[src/rtl/txn_watch_pkg.sv]
package txn_watch_pkg;

  localparam int InstW     = 32;
  localparam int AddrW     = 40;
  localparam int RegW      = 64;
  localparam int FlagW     = 64;
  localparam int NumFields = 3;
  localparam int MatchLat  = 2;

  // Field layout: position in the {address, command} source vector,
  // position in the mask/compare register, and width.
  localparam int FieldSrcBit [NumFields] = '{21, 13, InstW + 2};
  localparam int FieldRegBit [NumFields] = '{48, 40, 2};
  localparam int FieldWidth  [NumFields] = '{5, 6, 32};

  // Watched flag positions in the two error words.
  localparam int NumErrFlags = 2;
  localparam int ErrFlagBit     [NumErrFlags] = '{36, 35};
  localparam int NotDataFlagBit [NumErrFlags] = '{49, 48};

  // Strobes passed from control to datapath.
  typedef struct packed {
    logic loadMask;
    logic loadCmp;
  } dpStrobesT;

endpackage

[src/rtl/txn_watch_dp.sv]
module txn_watch_dp
  import txn_watch_pkg::*;
#(
  parameter int INST_W     = InstW,
  parameter int ADDR_W     = AddrW,
  parameter int REG_W      = RegW,
  parameter int NUM_FIELDS = NumFields
) (
  input  logic                  clk,
  input  logic                  rstN,
  input  dpStrobesT             strobes,
  input  logic [REG_W-1:0]      maskWrData,
  input  logic [REG_W-1:0]      cmpWrData,
  input  logic [INST_W-1:0]     txnInst,
  input  logic [ADDR_W-1:0]     txnAddr,
  output logic [NUM_FIELDS-1:0] fieldEq
);

  localparam int SrcW = INST_W + ADDR_W;

  logic [SrcW-1:0] srcVec;
  assign srcVec = {txnAddr, txnInst};

  // Only the field bits are stored; the rest of each write word is dropped.
  for (genvar f = 0; f < NUM_FIELDS; f++) begin : g_field
    localparam int W      = FieldWidth[f];
    localparam int RegLo  = FieldRegBit[f];
    localparam int SrcLo  = FieldSrcBit[f];

    logic [W-1:0] maskField;
    logic [W-1:0] cmpField;
    logic [W-1:0] srcField;

    always_ff @(posedge clk) begin
      if (!rstN) begin
        maskField <= '0;
        cmpField  <= '0;
      end else begin
        if (strobes.loadMask) maskField <= maskWrData[RegLo +: W];
        if (strobes.loadCmp)  cmpField  <= cmpWrData[RegLo +: W];
      end
    end

    assign srcField   = srcVec[SrcLo +: W];
    assign fieldEq[f] = ((srcField & maskField) == cmpField);

    // a write lands on the edge and is visible in the next cycle
    assert_mask_load_R11: assert property (@(posedge clk) disable iff (!rstN)
      strobes.loadMask |=> (maskField == $past(maskWrData[RegLo +: W])));
    assert_cmp_load_R11: assert property (@(posedge clk) disable iff (!rstN)
      strobes.loadCmp |=> (cmpField == $past(cmpWrData[RegLo +: W])));
    // registers are clear after a reset edge
    assert_field_clear_R1: assert property (@(posedge clk)
      !rstN |=> (maskField == '0 && cmpField == '0));
  end

  // Bits outside the fields are intentionally not consumed.
  logic unusedBits;
  assign unusedBits = ^maskWrData ^ ^cmpWrData ^ ^srcVec;

endmodule

[src/rtl/txn_watch_ctrl.sv]
module txn_watch_ctrl
  import txn_watch_pkg::*;
#(
  parameter int NUM_FIELDS = NumFields,
  parameter int FLAG_W     = FlagW,
  parameter int MATCH_LAT  = MatchLat
) (
  input  logic                  clk,
  input  logic                  rstN,
  input  logic                  maskWrEn,
  input  logic                  cmpWrEn,
  input  logic                  trigWrEn,
  input  logic                  trigWrData,
  input  logic                  txnValid,
  input  logic [NUM_FIELDS-1:0] fieldEq,
  input  logic [FLAG_W-1:0]     errStatus,
  input  logic [FLAG_W-1:0]     notData,
  output dpStrobesT             strobes,
  output logic                  matchPulse,
  output logic                  errEvent
);

  assign strobes.loadMask = maskWrEn;
  assign strobes.loadCmp  = cmpWrEn;

  // Match pipeline: one bit per stage instead of delaying the transaction.
  logic hit;
  assign hit = txnValid && (&fieldEq);

  logic [MATCH_LAT-1:0] hitPipe;
  if (MATCH_LAT == 1) begin : g_lat_one
    always_ff @(posedge clk) begin
      if (!rstN) hitPipe <= '0;
      else       hitPipe <= hit;
    end
  end else begin : g_lat_many
    always_ff @(posedge clk) begin
      if (!rstN) hitPipe <= '0;
      else       hitPipe <= {hitPipe[MATCH_LAT-2:0], hit};
    end
  end
  assign matchPulse = hitPipe[MATCH_LAT-1];

  // Error event path.
  logic trigEn;
  always_ff @(posedge clk) begin
    if (!rstN)         trigEn <= 1'b0;
    else if (trigWrEn) trigEn <= trigWrData;
  end

  logic [2*NumErrFlags-1:0] flagHits;
  for (genvar i = 0; i < NumErrFlags; i++) begin : g_flags
    assign flagHits[i]               = errStatus[ErrFlagBit[i]];
    assign flagHits[NumErrFlags + i] = notData[NotDataFlagBit[i]];
  end

  logic anyFlag;
  assign anyFlag = |flagHits;

  logic errEventQ;
  always_ff @(posedge clk) begin
    if (!rstN) errEventQ <= 1'b0;
    else       errEventQ <= trigEn && anyFlag;
  end
  assign errEvent = errEventQ;

  logic unusedFlags;
  assign unusedFlags = ^errStatus ^ ^notData;

  // reset clears both pulses and the trigger enable
  assert_reset_quiet_R1: assert property (@(posedge clk)
    !rstN |=> (!matchPulse && !errEvent && !trigEn));

  if (MATCH_LAT == 2) begin : g_lat_checks
    // a qualifying transaction is reported two cycles later
    assert_match_follows_R6: assert property (@(posedge clk) disable iff (!rstN)
      (txnValid && (&fieldEq)) |-> ##2 matchPulse);
    // a pulse always traces back to a valid transaction
    assert_match_needs_valid_R5: assert property (@(posedge clk) disable iff (!rstN)
      matchPulse |-> $past(txnValid, 2));
  end

  // error event needs the enable and a watched flag one cycle earlier
  assert_err_cause_R10: assert property (@(posedge clk) disable iff (!rstN)
    errEvent |-> ($past(trigEn) && $past(errStatus[ErrFlagBit[0]] || errStatus[ErrFlagBit[1]]
                  || notData[NotDataFlagBit[0]] || notData[NotDataFlagBit[1]])));
  assert_err_follows_R10: assert property (@(posedge clk) disable iff (!rstN)
    (trigEn && errStatus[ErrFlagBit[0]]) |=> errEvent);
  // the enable takes the written value on the next cycle
  assert_trig_load_R11: assert property (@(posedge clk) disable iff (!rstN)
    trigWrEn |=> (trigEn == $past(trigWrData)));

endmodule

[src/rtl/txn_watch_trigger.sv]
module txn_watch_trigger
  import txn_watch_pkg::*;
#(
  parameter int INST_W    = InstW,
  parameter int ADDR_W    = AddrW,
  parameter int REG_W     = RegW,
  parameter int FLAG_W    = FlagW,
  parameter int MATCH_LAT = MatchLat
) (
  input  logic              clk,
  input  logic              rstN,
  input  logic              maskWrEn,
  input  logic [REG_W-1:0]  maskWrData,
  input  logic              cmpWrEn,
  input  logic [REG_W-1:0]  cmpWrData,
  input  logic              trigWrEn,
  input  logic              trigWrData,
  input  logic              txnValid,
  input  logic [INST_W-1:0] txnInst,
  input  logic [ADDR_W-1:0] txnAddr,
  input  logic [FLAG_W-1:0] errStatus,
  input  logic [FLAG_W-1:0] notData,
  output logic              matchPulse,
  output logic              errEvent
);

  dpStrobesT             strobes;
  logic [NumFields-1:0]  fieldEq;

  txn_watch_ctrl #(
    .NUM_FIELDS (NumFields),
    .FLAG_W     (FLAG_W),
    .MATCH_LAT  (MATCH_LAT)
  ) u_ctrl (
    .clk        (clk),
    .rstN       (rstN),
    .maskWrEn   (maskWrEn),
    .cmpWrEn    (cmpWrEn),
    .trigWrEn   (trigWrEn),
    .trigWrData (trigWrData),
    .txnValid   (txnValid),
    .fieldEq    (fieldEq),
    .errStatus  (errStatus),
    .notData    (notData),
    .strobes    (strobes),
    .matchPulse (matchPulse),
    .errEvent   (errEvent)
  );

  txn_watch_dp #(
    .INST_W     (INST_W),
    .ADDR_W     (ADDR_W),
    .REG_W      (REG_W),
    .NUM_FIELDS (NumFields)
  ) u_dp (
    .clk        (clk),
    .rstN       (rstN),
    .strobes    (strobes),
    .maskWrData (maskWrData),
    .cmpWrData  (cmpWrData),
    .txnInst    (txnInst),
    .txnAddr    (txnAddr),
    .fieldEq    (fieldEq)
  );

endmodule

[config.mk]
export PLATFORM = sky130hd
export DESIGN_NAME = txn_watch_trigger
export DESIGN_NICKNAME = d
export VERILOG_FILES = /design/src/rtl/txn_watch_pkg.sv /design/src/rtl/txn_watch_dp.sv /design/src/rtl/txn_watch_ctrl.sv /design/src/rtl/txn_watch_trigger.sv
export SDC_FILE = /design/constraint.sdc
export NUM_CORES = 1
export LEC_CHECK = 0
export CORE_AREA = 2 2 132 134
export DETAILED_ROUTE_END_ITERATION = 6
export DIE_AREA = 0 0 134 136
export PLACE_DENSITY = 0.65
export SLEW_MARGIN = 20
export SYNTH_ARGS = -nofsm -noshare
export SYNTH_HDL_FRONTEND = slang
export SYNTH_SLANG_ARGS = --single-unit
[constraint.sdc]
create_clock -name clk -period 1.75 [get_ports clk]
set_input_delay 0.2625 -clock clk [delete_from_list [all_inputs] [get_ports clk]]
set_output_delay 0.2625 -clock clk [all_outputs]
set_load 0.02 [all_outputs]
**Word-level counts from Yosys, hierarchy flattened**

Cells that the tools add are included.

- Bits in registers: 90
- Input port bits: 335

- Eq/ne operators: 3
- Bitwise logic cells: 3
- Reductions and logical operators: 4

Operators with widths:

| cell | number |
|---|---|
| bitwise AND 32 bit | 1 |
| equality test 32 bit | 1 |
| bitwise AND 6 bit | 1 |
| equality test 6 bit | 1 |
| bitwise AND 5 bit | 1 |
| equality test 5 bit | 1 |
| OR reduction 4 bit | 1 |
| AND reduction 3 bit | 1 |
| logical AND 1 bit | 2 |

**Longest topological paths before layout**

Gate-level depths: netlist (run 1).

- Depth in word-level cells: 4
- Mapped depth: 5

**Modules after synthesis**

A second synthesis (run 1) with hierarchy kept.

- Cell total of the unflattened synthesis: 403
- Area total of the unflattened synthesis: 4132.7 um^2

By module, submodules not included:

| module | instances | cells each | area an instance (um^2) | sequential area each (um^2) |
|---|---|---|---|---|
| txn_watch_dp | 1 | 388 | 3982.6 | 1721.7 |
| txn_watch_ctrl | 1 | 15 | 150.1 | 80.1 |

**Least setup slack after synthesis (run 1)**

Ideal clock, no wire load.

- Kind: register -> register
- Start: register u_dp.g_field[2].maskField[26]
- End: register u_ctrl.hitPipe[0]
- Library setup time: 88 ps
- Arrival: 1310 ps
- Path slack: 352 ps
- Cell stages (with the launch flop): 6
- Buffers on the path: 0
- Clock period less this slack: 1398 ps
- Cells stage by stage: dfxtp_1 > nand2_1 > xor2_1 > o221ai_1 > or4_1 > nor4_2

- Longest elaborated chain between the ends: 4

Ends and longest elaborated chain:

| item | RTL line | RTL |
|---|---|---|
| from (decl) | txn_watch_dp.sv:30 | `logic [W-1:0] maskField;` |
| from (signal assigned) | txn_watch_dp.sv:39 | `if (strobes.loadMask) maskField <= maskWrData[RegLo +: W];` |
| bitwise AND 32 bit | txn_watch_dp.sv:45 | `assign fieldEq[f] = ((srcField & maskField) == cmpField);` |
| equality test 32 bit | txn_watch_dp.sv:45 |  |
| AND reduction 3 bit | txn_watch_ctrl.sv:28 | `assign hit = txnValid && (&fieldEq);` |
| logical AND 1 bit | txn_watch_ctrl.sv:28 |  |
| to (signal assigned) | txn_watch_ctrl.sv:39 | `else hitPipe <= {hitPipe[MATCH_LAT-2:0], hit};` |
| to (decl) | txn_watch_ctrl.sv:30 | `logic [MATCH_LAT-1:0] hitPipe;` |

Every way passes these cells.
A chain may end at the register's enable or synchronous reset.

**Worst setup path after layout (run 1)**

- Start: input port txnAddr[28]
- End: register u_ctrl.hitPipe[0]

- Longest elaborated chain between the ends: 4

Ends and longest elaborated chain:

| item | RTL line | RTL |
|---|---|---|
| from (decl) | txn_watch_trigger.sv:20 | `input logic [ADDR_W-1:0] txnAddr,` |
| bitwise AND 32 bit | txn_watch_dp.sv:45 |  |
| equality test 32 bit | txn_watch_dp.sv:45 |  |
| AND reduction 3 bit | txn_watch_ctrl.sv:28 |  |
| logical AND 1 bit | txn_watch_ctrl.sv:28 |  |

Every way passes these cells.

==> flow_summary.ini, run 1 <==
[global_route]
grt_usage_pct = 13.1
grt_pass1_vias = 3259
grt_max_degree = 90
grt_antenna_before_repair = 4
grt_pass1_wl_mm = 17.5
gr-total-overflow = 0

[power]
seqPwrFrac_pct = 44.8
p_comb_share_pct = 16.2
clock_power_share_pct = 39.0
p_per_area_nw_per_um2 = 843
p_int_mw = 3.79
power_leakage_nw = 2.30
switching_power_mw = 1.20
switching_share_pct = 24.0
ir_drop_uv = 469

[yosys]
async_reset_ff_share_pct = 0
synthFlopType = dfxtp_1
netlist_area_sq_um = 3950
yosysUniqueCellTypes = 21
synth_nets = 726
syn_area_per_cell_sq_um = 10.1
synth-edff-count = 0
synthTopCellsByCount = 90 x dfxtp_1, 87 x mux2i_1, 87 x nor2b_1
synth_top_area_share_pct = 45.6
ys_warn_count = 0
seq_area_frac_synth_pct = 45.6
syn_inst = 391
synth_seq_cells = 90
yosysMostFrequentCell = dfxtp_1
yosys-top-cells-area = dfxtp_1 46%, mux2i_1 22%, nor2b_1 14%
synth_top_area_cell = dfxtp_1

[timing]
fin_crit_sh_pct = 95.0
fin_skew_ns = 0.00484
setup_viol = 0
fmax_mhz = 601
rsz0062_at_grt = no
slew_headroom_pct = 50.3
worst_pin_slew_ns = 0.745
fin_crit_ns = 1.66
hold_viol_final = 0
slew_violations = 0
hold_slack_ns = 0.373

[floorplan]
initial_utilization_pct = 23.4
dieArea_sq_um = 18200
coreArea_sq_um = 16900
core.rowCount = 48
ioPinCount = 337
die_y_um = 136
die_w_um = 134

[worst_hold_path]
min_path_type = in -> reg

[final_layout]
drive_gt1_share_pct = 4.66
areaGrowthSynthToFinish_pct = 49.9
fin_nets = 866
nFillCells = 1688
final_util_pct = 35.1
multi_input_area_sq_um = 2060
final_area_sq_um = 5920
ff_latch_area_sq_um = 1800

[clock_tree]
postCtsSetupBuffers = 0
cts.sinks = 90
cts_made_buffers = 9
clkTransAtPathRegs_ns = 0.06
clk_root_buffer_cell = clkbuf_16
cts_tree = built
cts.htree.levels = 3
cts_hold_buf = 0
cts.path.max_buffers = 2
clk_latency_ns = 0.34
cts_resized = 0

[route]
firstDrtPassIters = 4
drt_iter0_markers = 45
routedWlPerCell_um = 15.4
wl_mm = 11.8
vias_per_cell = 4.07
drc_errors = 0
ant_nets = 0
vias = 3109

[place]
place_area_sq_um = 5630
place_hpwl_mm = 8.90
numPortBuffers = 141
place_congestion = 0.771

[worst_setup_path]
cp_max_fo = 1
cp.required_ns = 2.01
arrival_ns = 1.92
critical_path.max_stage_delay_ns = 0.50
path_cells = clkdlybuf4s50_1, nand2_1, xor2_1, o221ai_1, or4_1, nor4_2
worst_path_dominant_cell_family = simple AND/OR/NAND/NOR gates
setup.worst_path.end_class = flop
critical_path_buf_inv_count = 1
crit_slowest_cell = or4_1
setup.worst_path.start_class = primary input
crit_type = in -> reg

[flow_run]
maxCapViolCount = 0

[outcome]
status = finished, final reports clean
## kinds of logic after synthesis
kind of cell	after synthesis	share of synthesized area [%]
buffers and inverters	20	2.18
AND/OR/NAND/NOR	151	21.1
multiplexers	87	22.0
flip-flops	90	45.6
AO/OA/AOI/OAI	10	1.80
XOR/XNOR	33	7.31
## final timing paths
check	slack, ns	to	startpoint	cells after the start
worst max-delay path	0.09	u_ctrl.hitPipe[0]	txnAddr[28]	6
worst min-delay path	0.37	u_ctrl.hitPipe[0]	rstN	4
worst max register to register	0.14	u_ctrl.hitPipe[0]	u_dp.g_field[2].maskField[26]	5
worst min register to register	0.45	u_ctrl.hitPipe[1]	u_ctrl.hitPipe[0]	1
## sequential cells by signal, indices dropped and copies added (netlist names)
| name | flops |
|---|---|
| u_ctrl.hitPipe | 2 |
| u_dp.g_field.maskField | 43 |
| u_dp.g_field.cmpField | 43 |
| u_ctrl.trigEn | 1 |
| u_ctrl.errEvent | 1 |
## placed cells by master, fill, tap and decap left out, types with 2 or more instances in the layout
cell type        count
clkdlybuf4s50_1    138
dfxtp_1             90
mux2i_1             87
nor2b_1             87
nand2_1             47
xnor2_1             28
clkbuf_16            9
nor4_1               8
buf_4                6
xor2_1               5
a22oi_1              3
nand4_1              3
clkinvlp_4           3
clkbuf_1             3
buf_2                3
diode_2              2
o22ai_1              2
o21ai_0              2
or4_1                2
buf_12               2
## cell type report
cell class | count | area share [%]
diodes | 2 | 0.0845
clock buffers | 12 | 3.99
clock inverters | 4 | 0.887
multi-input cells | 281 | 34.8
flip-flops and latches | 90 | 30.4
well taps | 225 | 4.75
repair buffers | 149 | 25.0
## power groups by stage
stage / Sequential (mW) / Clock, mW / Combinational [mW]
after floorplan: 2.27 / 0 / 0.375
after global placement: 2.28 / 0 / 0.809
after detailed placement: 2.28 / 0 / 0.823
after CTS: 2.24 / 2.01 / 0.828
after global routing: 2.25 / 2.09 / 0.882
final: 2.24 / 1.94 / 0.808
## worst register-to-register path: cells and delay by family (launching register included)
| kind | cells | cell delay (ns) |
|---|---|---|
| compound gates | 1 | 0.16 |
| flops | 1 | 0.31 |
| simple gates | 3 | 0.83 |
| xor+xnor | 1 | 0.23 |
## metrics by stage
step / std cells / TNS, ns / worst slack (ns) / total power [mW]
2_1_floorplan: 391 / 0 / 0.352 / 2.64
3_3_place_gp: 745 / -0.277 / -0.277 / 3.09
3_5_place_dp: 745 / -0.252 / -0.252 / 3.11
4_1_cts: 761 / 0 / 0.0901 / 5.08
5_1_grt: 761 / 0 / 0.0177 / 5.22
6_report: 763 / 0 / 0.0868 / 4.99
## layer usage
layer	GRT usage [%]	part of all wire, %	vias up	routed length, um
li1	-	-	1589	-
met1	16.2	46	1392	5430
met2	20.2	43	105	5050
met3	4.70	8.1	23	952
met4	6.15	2.9	0	336
met5	0	0	-	0
Power figures use the tool's default switching activity.
==> inputs of run 2 (changes only) <==
--- a/config.mk
+++ b/config.mk
@@ -5,10 +5,12 @@
 export SDC_FILE = /design/constraint.sdc
 export NUM_CORES = 1
 export LEC_CHECK = 0
-export CORE_AREA = 2 2 132 134
+export CORE_AREA = 2 2 130 132
 export DETAILED_ROUTE_END_ITERATION = 6
-export DIE_AREA = 0 0 134 136
-export PLACE_DENSITY = 0.65
+export DIE_AREA = 0 0 132 134
+export DONT_BUFFER_PORTS = 1
+export PLACE_DENSITY = 0.4
+export RECOVER_POWER = 50
 export SLEW_MARGIN = 20
 export SYNTH_ARGS = -nofsm -noshare
 export SYNTH_HDL_FRONTEND = slang
==> run 2 against run 1 <==
Largest power group unchanged. Clock power shrank 7%. Critical path type is now reg -> reg. Clock skew grew 0.0039 ns. Highest routed layer is now met5. Die area shrank 2.9%.
==> flow_summary.ini, run 2 (synthesis results as in run 1) <==
[outcome]
status = finished, final reports clean

[worst_setup_path]
worstReg2RegEnd = u_ctrl.hitPipe[0]
cp_max_fo = 2
rr_worst_depth = 5
r2r-start = u_dp.g_field[2].maskField[26]
crit_end = u_ctrl.hitPipe[0]
arrival_ns = 1.88
setup.worst_path.end_class = flop
setup.worst_path.start_class = flop
crit_type = reg -> reg
path_cells = nand2_1, xor2_2, o221ai_1, or4_1, nor4_2
rrSetupSlack_ns = 0.13
cp-startpoint = u_dp.g_field[2].maskField[26]
crit_slowest_cell = or4_1
critical_path.max_stage_delay_ns = 0.50
cp.required_ns = 2.01

[power]
ir_drop_uv = 450
p_per_area_nw_per_um2 = 1000
power_leakage_nw = 1.71

[final_layout]
reg_top3 = u_dp.g_field.cmpField x43, u_dp.g_field.maskField x43, u_ctrl.hitPipe x2
mostFrequentLayoutCell = dfxtp_1
final_cell_mix = 90 x dfxtp_1, 87 x mux2i_1, 87 x nor2b_1
areaGrowthSynthToFinish_pct = 12.0
final_util_pct = 27.2
nFillCells = 1759
fin_nets = 718
drive_gt1_share_pct = 3.87

[route]
vias = 2588
drc_errors = 0
vias_per_cell = 4.25
firstDrtPassIters = 4
drt_iter0_markers = 43
routedWlPerCell_um = 18.4
ant_nets = 0
wl_mm = 11.2

[global_route]
grt_pass1_wl_mm = 16.3
grt_usage_pct = 12.8
grt_antenna_before_repair = 5
grt_max_degree = 91
grt_pass1_vias = 2641
gr-total-overflow = 0

[clock_tree]
cts.path.max_buffers = 2
cts_made_buffers = 9
clkTransAtPathRegs_ns = 0.06
clk_latency_ns = 0.34
cts_tree = built
cts_hold_buf = 0
clk_root_buffer_cell = clkbuf_16
cts.htree.levels = 3
cts.sinks = 90

[timing]
setup_viol = 0
hold_viol_final = 0
fmax_mhz = 618
slew_headroom_pct = 69.5
slew_violations = 0
fin_crit_ns = 1.62
fin_crit_sh_pct = 92.5
worst_pin_slew_ns = 0.455
rsz0062_at_grt = no
fin_skew_ns = 0.00875
fin_setup_tns_ns = 0

[flow_run]
maxCapViolCount = 0

[floorplan]
initial_utilization_pct = 24.3
ioPinCount = 337
coreArea_sq_um = 16300
die_w_um = 132
dieArea_sq_um = 17700
die_y_um = 134
core.rowCount = 47

[place]
numPortBuffers = 0
place_hpwl_mm = 8.35
place_congestion = 0.726

[worst_hold_path]
min_path_type = in -> reg
==> run 2: repair_timing <==
action,CTS,global route
gates resized for setup,0,1
buffers inserted,0,0
endpoints found under the setup margin,0,1
==> run 2: worst max-delay path, delay by kind of cell (launching register included) <==
kind	cells	cell delay, ns
AOI/OAI and AO/OA	1	0.15
and+or+nand+nor	3	0.84
DFF	1	0.34
xor gates and xnor gates	1	0.20
==> run 2: where the power goes <==
part | leakage (nW) | total [mW] | switching [mW] | internal (mW)
Combinational | 0.840 | 0.378 | 0.149 | 0.229
Sequential | 0.743 | 2.24 | 0.0716 | 2.17
Clock | 0.127 | 1.80 | 0.801 | 1.00
Total | 1.71 | 4.42 | 1.02 | 3.40
==> run 2: per-stage QoR <==
step | hold slack, ns | setup WS (ns) | std cells | power, mW | cell area [sq um]
6_report | 0.0488 | 0.132 | 609 | 4.42 | 4420
5_1_grt | 0.0387 | 0.0100 | 608 | 4.67 | 4420
4_1_cts | 0.0339 | 0.0239 | 608 | 4.54 | 4410
3_5_place_dp | 0.395 | 0.0488 | 592 | 2.68 | 4150
3_3_place_gp | 0.398 | 0.0542 | 592 | 2.67 | 4150
2_1_floorplan | 0.383 | 0.352 | 391 | 2.64 | 3950
==> run 2: layout make-up <==
| class | count | area (sq um) | area share [%] |
|---|---|---|---|
| clock inverter | 2 | 12.5 | 0.283 |
| antenna | 1 | 2.50 | 0.0566 |
| multi-input combinational | 281 | 2070 | 46.8 |
| sequential | 90 | 1800 | 40.7 |
| tap | 220 | 275 | 6.22 |
| clock buffer | 14 | 254 | 5.74 |
| timing repair buffer | 1 | 7.51 | 0.170 |
==> run 2: worst min-delay path by stage <==
stage / from / slack, ns / end / cells past startpoint
3_5_place_dp: notData[48] / 0.39 / u_ctrl.errEvent / 2
4_1_cts: rstN / 0.03 / u_dp.g_field[2].maskField[2] / 1
3_3_place_gp: rstN / 0.40 / u_dp.g_field[2].cmpField[1] / 1
6_report: notData[48] / 0.05 / u_ctrl.errEvent / 2
5_1_grt: rstN / 0.04 / u_dp.g_field[2].cmpField[8] / 1
2_1_floorplan: notData[48] / 0.38 / u_ctrl.errEvent / 2
==> run 2: layer usage <==
metal,GRT usage (%),vias up,routed length (um)
met5,0,-,46
met1,15.0,1170,4790
met3,7.18,20,1260
li1,-,1297,-
met4,5.43,8,215
met2,19.1,93,4880
==> inputs of run 3 (changes only) <==
==> constraint.sdc (replaced) <==
create_clock -name clk -period 1.75 [get_ports clk]
set_input_delay 0.4375 -clock clk [delete_from_list [all_inputs] [get_ports clk]]
set_output_delay 0.4375 -clock clk [all_outputs]
set_load 0.02 [all_outputs]
==> run 3 against run 2 <==
Final cell count did not move. Sequential share of layout area fell by 0.54 points. Largest cell class unchanged. Non-clock buffer count rose by 1. Hold slack improved by 0.17 ns. Critical path depth did not move. Largest power group unchanged. Total power rose by 7.7%.
==> flow_summary.ini, run 3 (synthesis results as in run 1) <==
[clock_tree]
cts.path.max_buffers = 2
cts_made_buffers = 9
clk_latency_ns = 0.34
cts_resized = 0
clk_root_buffer_cell = clkbuf_16
postCtsSetupBuffers = 0
cts.sinks = 90
cts_hold_buf = 0
cts_tree = built
cts.htree.levels = 3
clkTransAtPathRegs_ns = 0.06

[global_route]
met3_usage_pct = 7.07
grt_pass1_wl_mm = 16.3
grt_usage_pct = 12.8
gr-total-overflow = 0
grt_pass1_vias = 2605
grt_max_degree = 91
groute.layer.met1.usage_pct = 15.2
grt_antenna_before_repair = 5
met2_usage_pct = 18.9
grt-busiest-layer = met2

[worst_setup_path]
setup.worst_path.start_class = flop
crit_type = reg -> reg
r2r-start = u_dp.g_field[2].maskField[26]
cp_max_fo = 2
critical_path.max_stage_delay_ns = 0.43
crit_slowest_cell = or4_1
rr_worst_depth = 5
rrSetupSlack_ns = 0.14
arrival_ns = 1.87
worstReg2RegEnd = u_ctrl.hitPipe[0]
setup.worst_path.end_class = flop
path_cells = nand2_1, xor2_2, o221ai_1, or4_1, nor4_2
cp.required_ns = 2.01

[timing]
worst_pin_slew_ns = 0.458
hold_viol_final = 0
rsz0062_at_grt = no
fin_crit_sh_pct = 91.8
slew_headroom_pct = 69.2
fin_skew_ns = 0.00525
fin_setup_tns_ns = 0
slew_violations = 0
fmax_mhz = 622
setup_viol = 0
fin_crit_ns = 1.61

[outcome]
status = finished, final reports clean

[route]
ant_nets = 0
vias_per_cell = 4.23
drc_errors = 0
vias = 2574
drt_iter0_markers = 61
firstDrtPassIters = 4
routedWlPerCell_um = 18.5
wl_mm = 11.2

[floorplan]
die_y_um = 134
initial_utilization_pct = 24.3
ioPinCount = 337
core.rowCount = 47
coreArea_sq_um = 16300
dieArea_sq_um = 17700
die_w_um = 132

[final_layout]
mostFrequentLayoutCell = dfxtp_1
final_cell_mix = 89 x dfxtp_1, 87 x mux2i_1, 87 x nor2b_1
ff_latch_area_sq_um = 1800
fin_nets = 719
drive_gt1_share_pct = 4.64
nFillCells = 1751
reg_top3 = u_dp.g_field.cmpField x43, u_dp.g_field.maskField x43, u_ctrl.hitPipe x2
areaGrowthSynthToFinish_pct = 13.6
multi_input_area_sq_um = 2070
layoutNonFillerInstCount = 609
final_area_sq_um = 4490

[worst_hold_path]
worstHoldPathCells = 2
hp-start = notData[48]
hold-path-endpoint = u_ctrl.errEvent
min_path_type = in -> reg

[power]
power_leakage_nw = 1.74
power_mw = 4.76
ir_drop_uv = 460
p_per_area_nw_per_um2 = 1060

[place]
dp_cells = 593
place_congestion = 0.724
place_hpwl_mm = 8.37
numPortBuffers = 0
place_area_sq_um = 4160

[flow_run]
maxCapViolCount = 0
-- run 3: cell count changes in the layout (fill, tap and decap cells not counted) --
| cell | delta |
|---|---|
| clkbuf_8 | +1 |
| buf_4 | +1 |
| clkinvlp_4 | -1 |
| clkinv_2 | -1 |
| dfxtp_1 | -1 |
| clkbuf_1 | -2 |
| bufinv_16 | +2 |
| dfxtp_2 | +1 |
| and2_1 | +1 |
| and2_0 | -1 |
-- run 3: final cells by class --
class | instances | area share [%]
Clock buffer | 13 | 5.80
Sequential cell | 90 | 40.2
Multi-Input combinational cell | 281 | 46.2
Clock inverter | 2 | 1.34
Antenna cell | 1 | 0.0558
Timing Repair Buffer | 2 | 0.335
Tap cell | 220 | 6.13
-- run 3: through the flow --
stage,setup slack (ns),hold WS (ns),utilization [%]
after global routing,0.0446,0.213,27.5
after floorplan,0.203,0.412,-
final,0.143,0.218,27.5
after CTS,0.0204,0.202,27.5
after global placement,-0.0920,0.428,25.5
after detailed placement,-0.0858,0.429,25.5
-- run 3: metal layers --
metal	vias to the layer above	part of all wire, %
met5	-	0.44
met4	8	1.8
met3	20	11
met2	88	44
met1	1171	43
li1	1287	-
-- run 3: worst max path at each step --
stage | start | endpoint | slack, ns | cells past startpoint
CTS | u_dp.g_field[2].maskField[26] | u_ctrl.hitPipe[0] | 0.02 | 5
detailed placement | txnAddr[28] | u_ctrl.hitPipe[0] | -0.09 | 5
floorplan | txnAddr[28] | u_ctrl.hitPipe[0] | 0.20 | 5
global route | u_dp.g_field[2].maskField[26] | u_ctrl.hitPipe[0] | 0.04 | 5
global placement | txnAddr[28] | u_ctrl.hitPipe[0] | -0.09 | 5
finish | u_dp.g_field[2].maskField[26] | u_ctrl.hitPipe[0] | 0.14 | 5
-- run 3: critical path: cells and delay by family, from the launching register on --
| kind | cells | cell delay (ns) |
|---|---|---|
| DFF | 1 | 0.33 |
| AOI/OAI and AO/OA | 1 | 0.16 |
| xor gates and xnor gates | 1 | 0.26 |
| and+or+nand+nor | 3 | 0.78 |
-- run 3: power breakdown --
| part | switching, mW | internal [mW] |
|---|---|---|
| Sequential | 0.0706 | 2.17 |
| Combinational | 0.152 | 0.234 |
| Clock | 0.814 | 1.32 |
| Total | 1.04 | 3.73 |
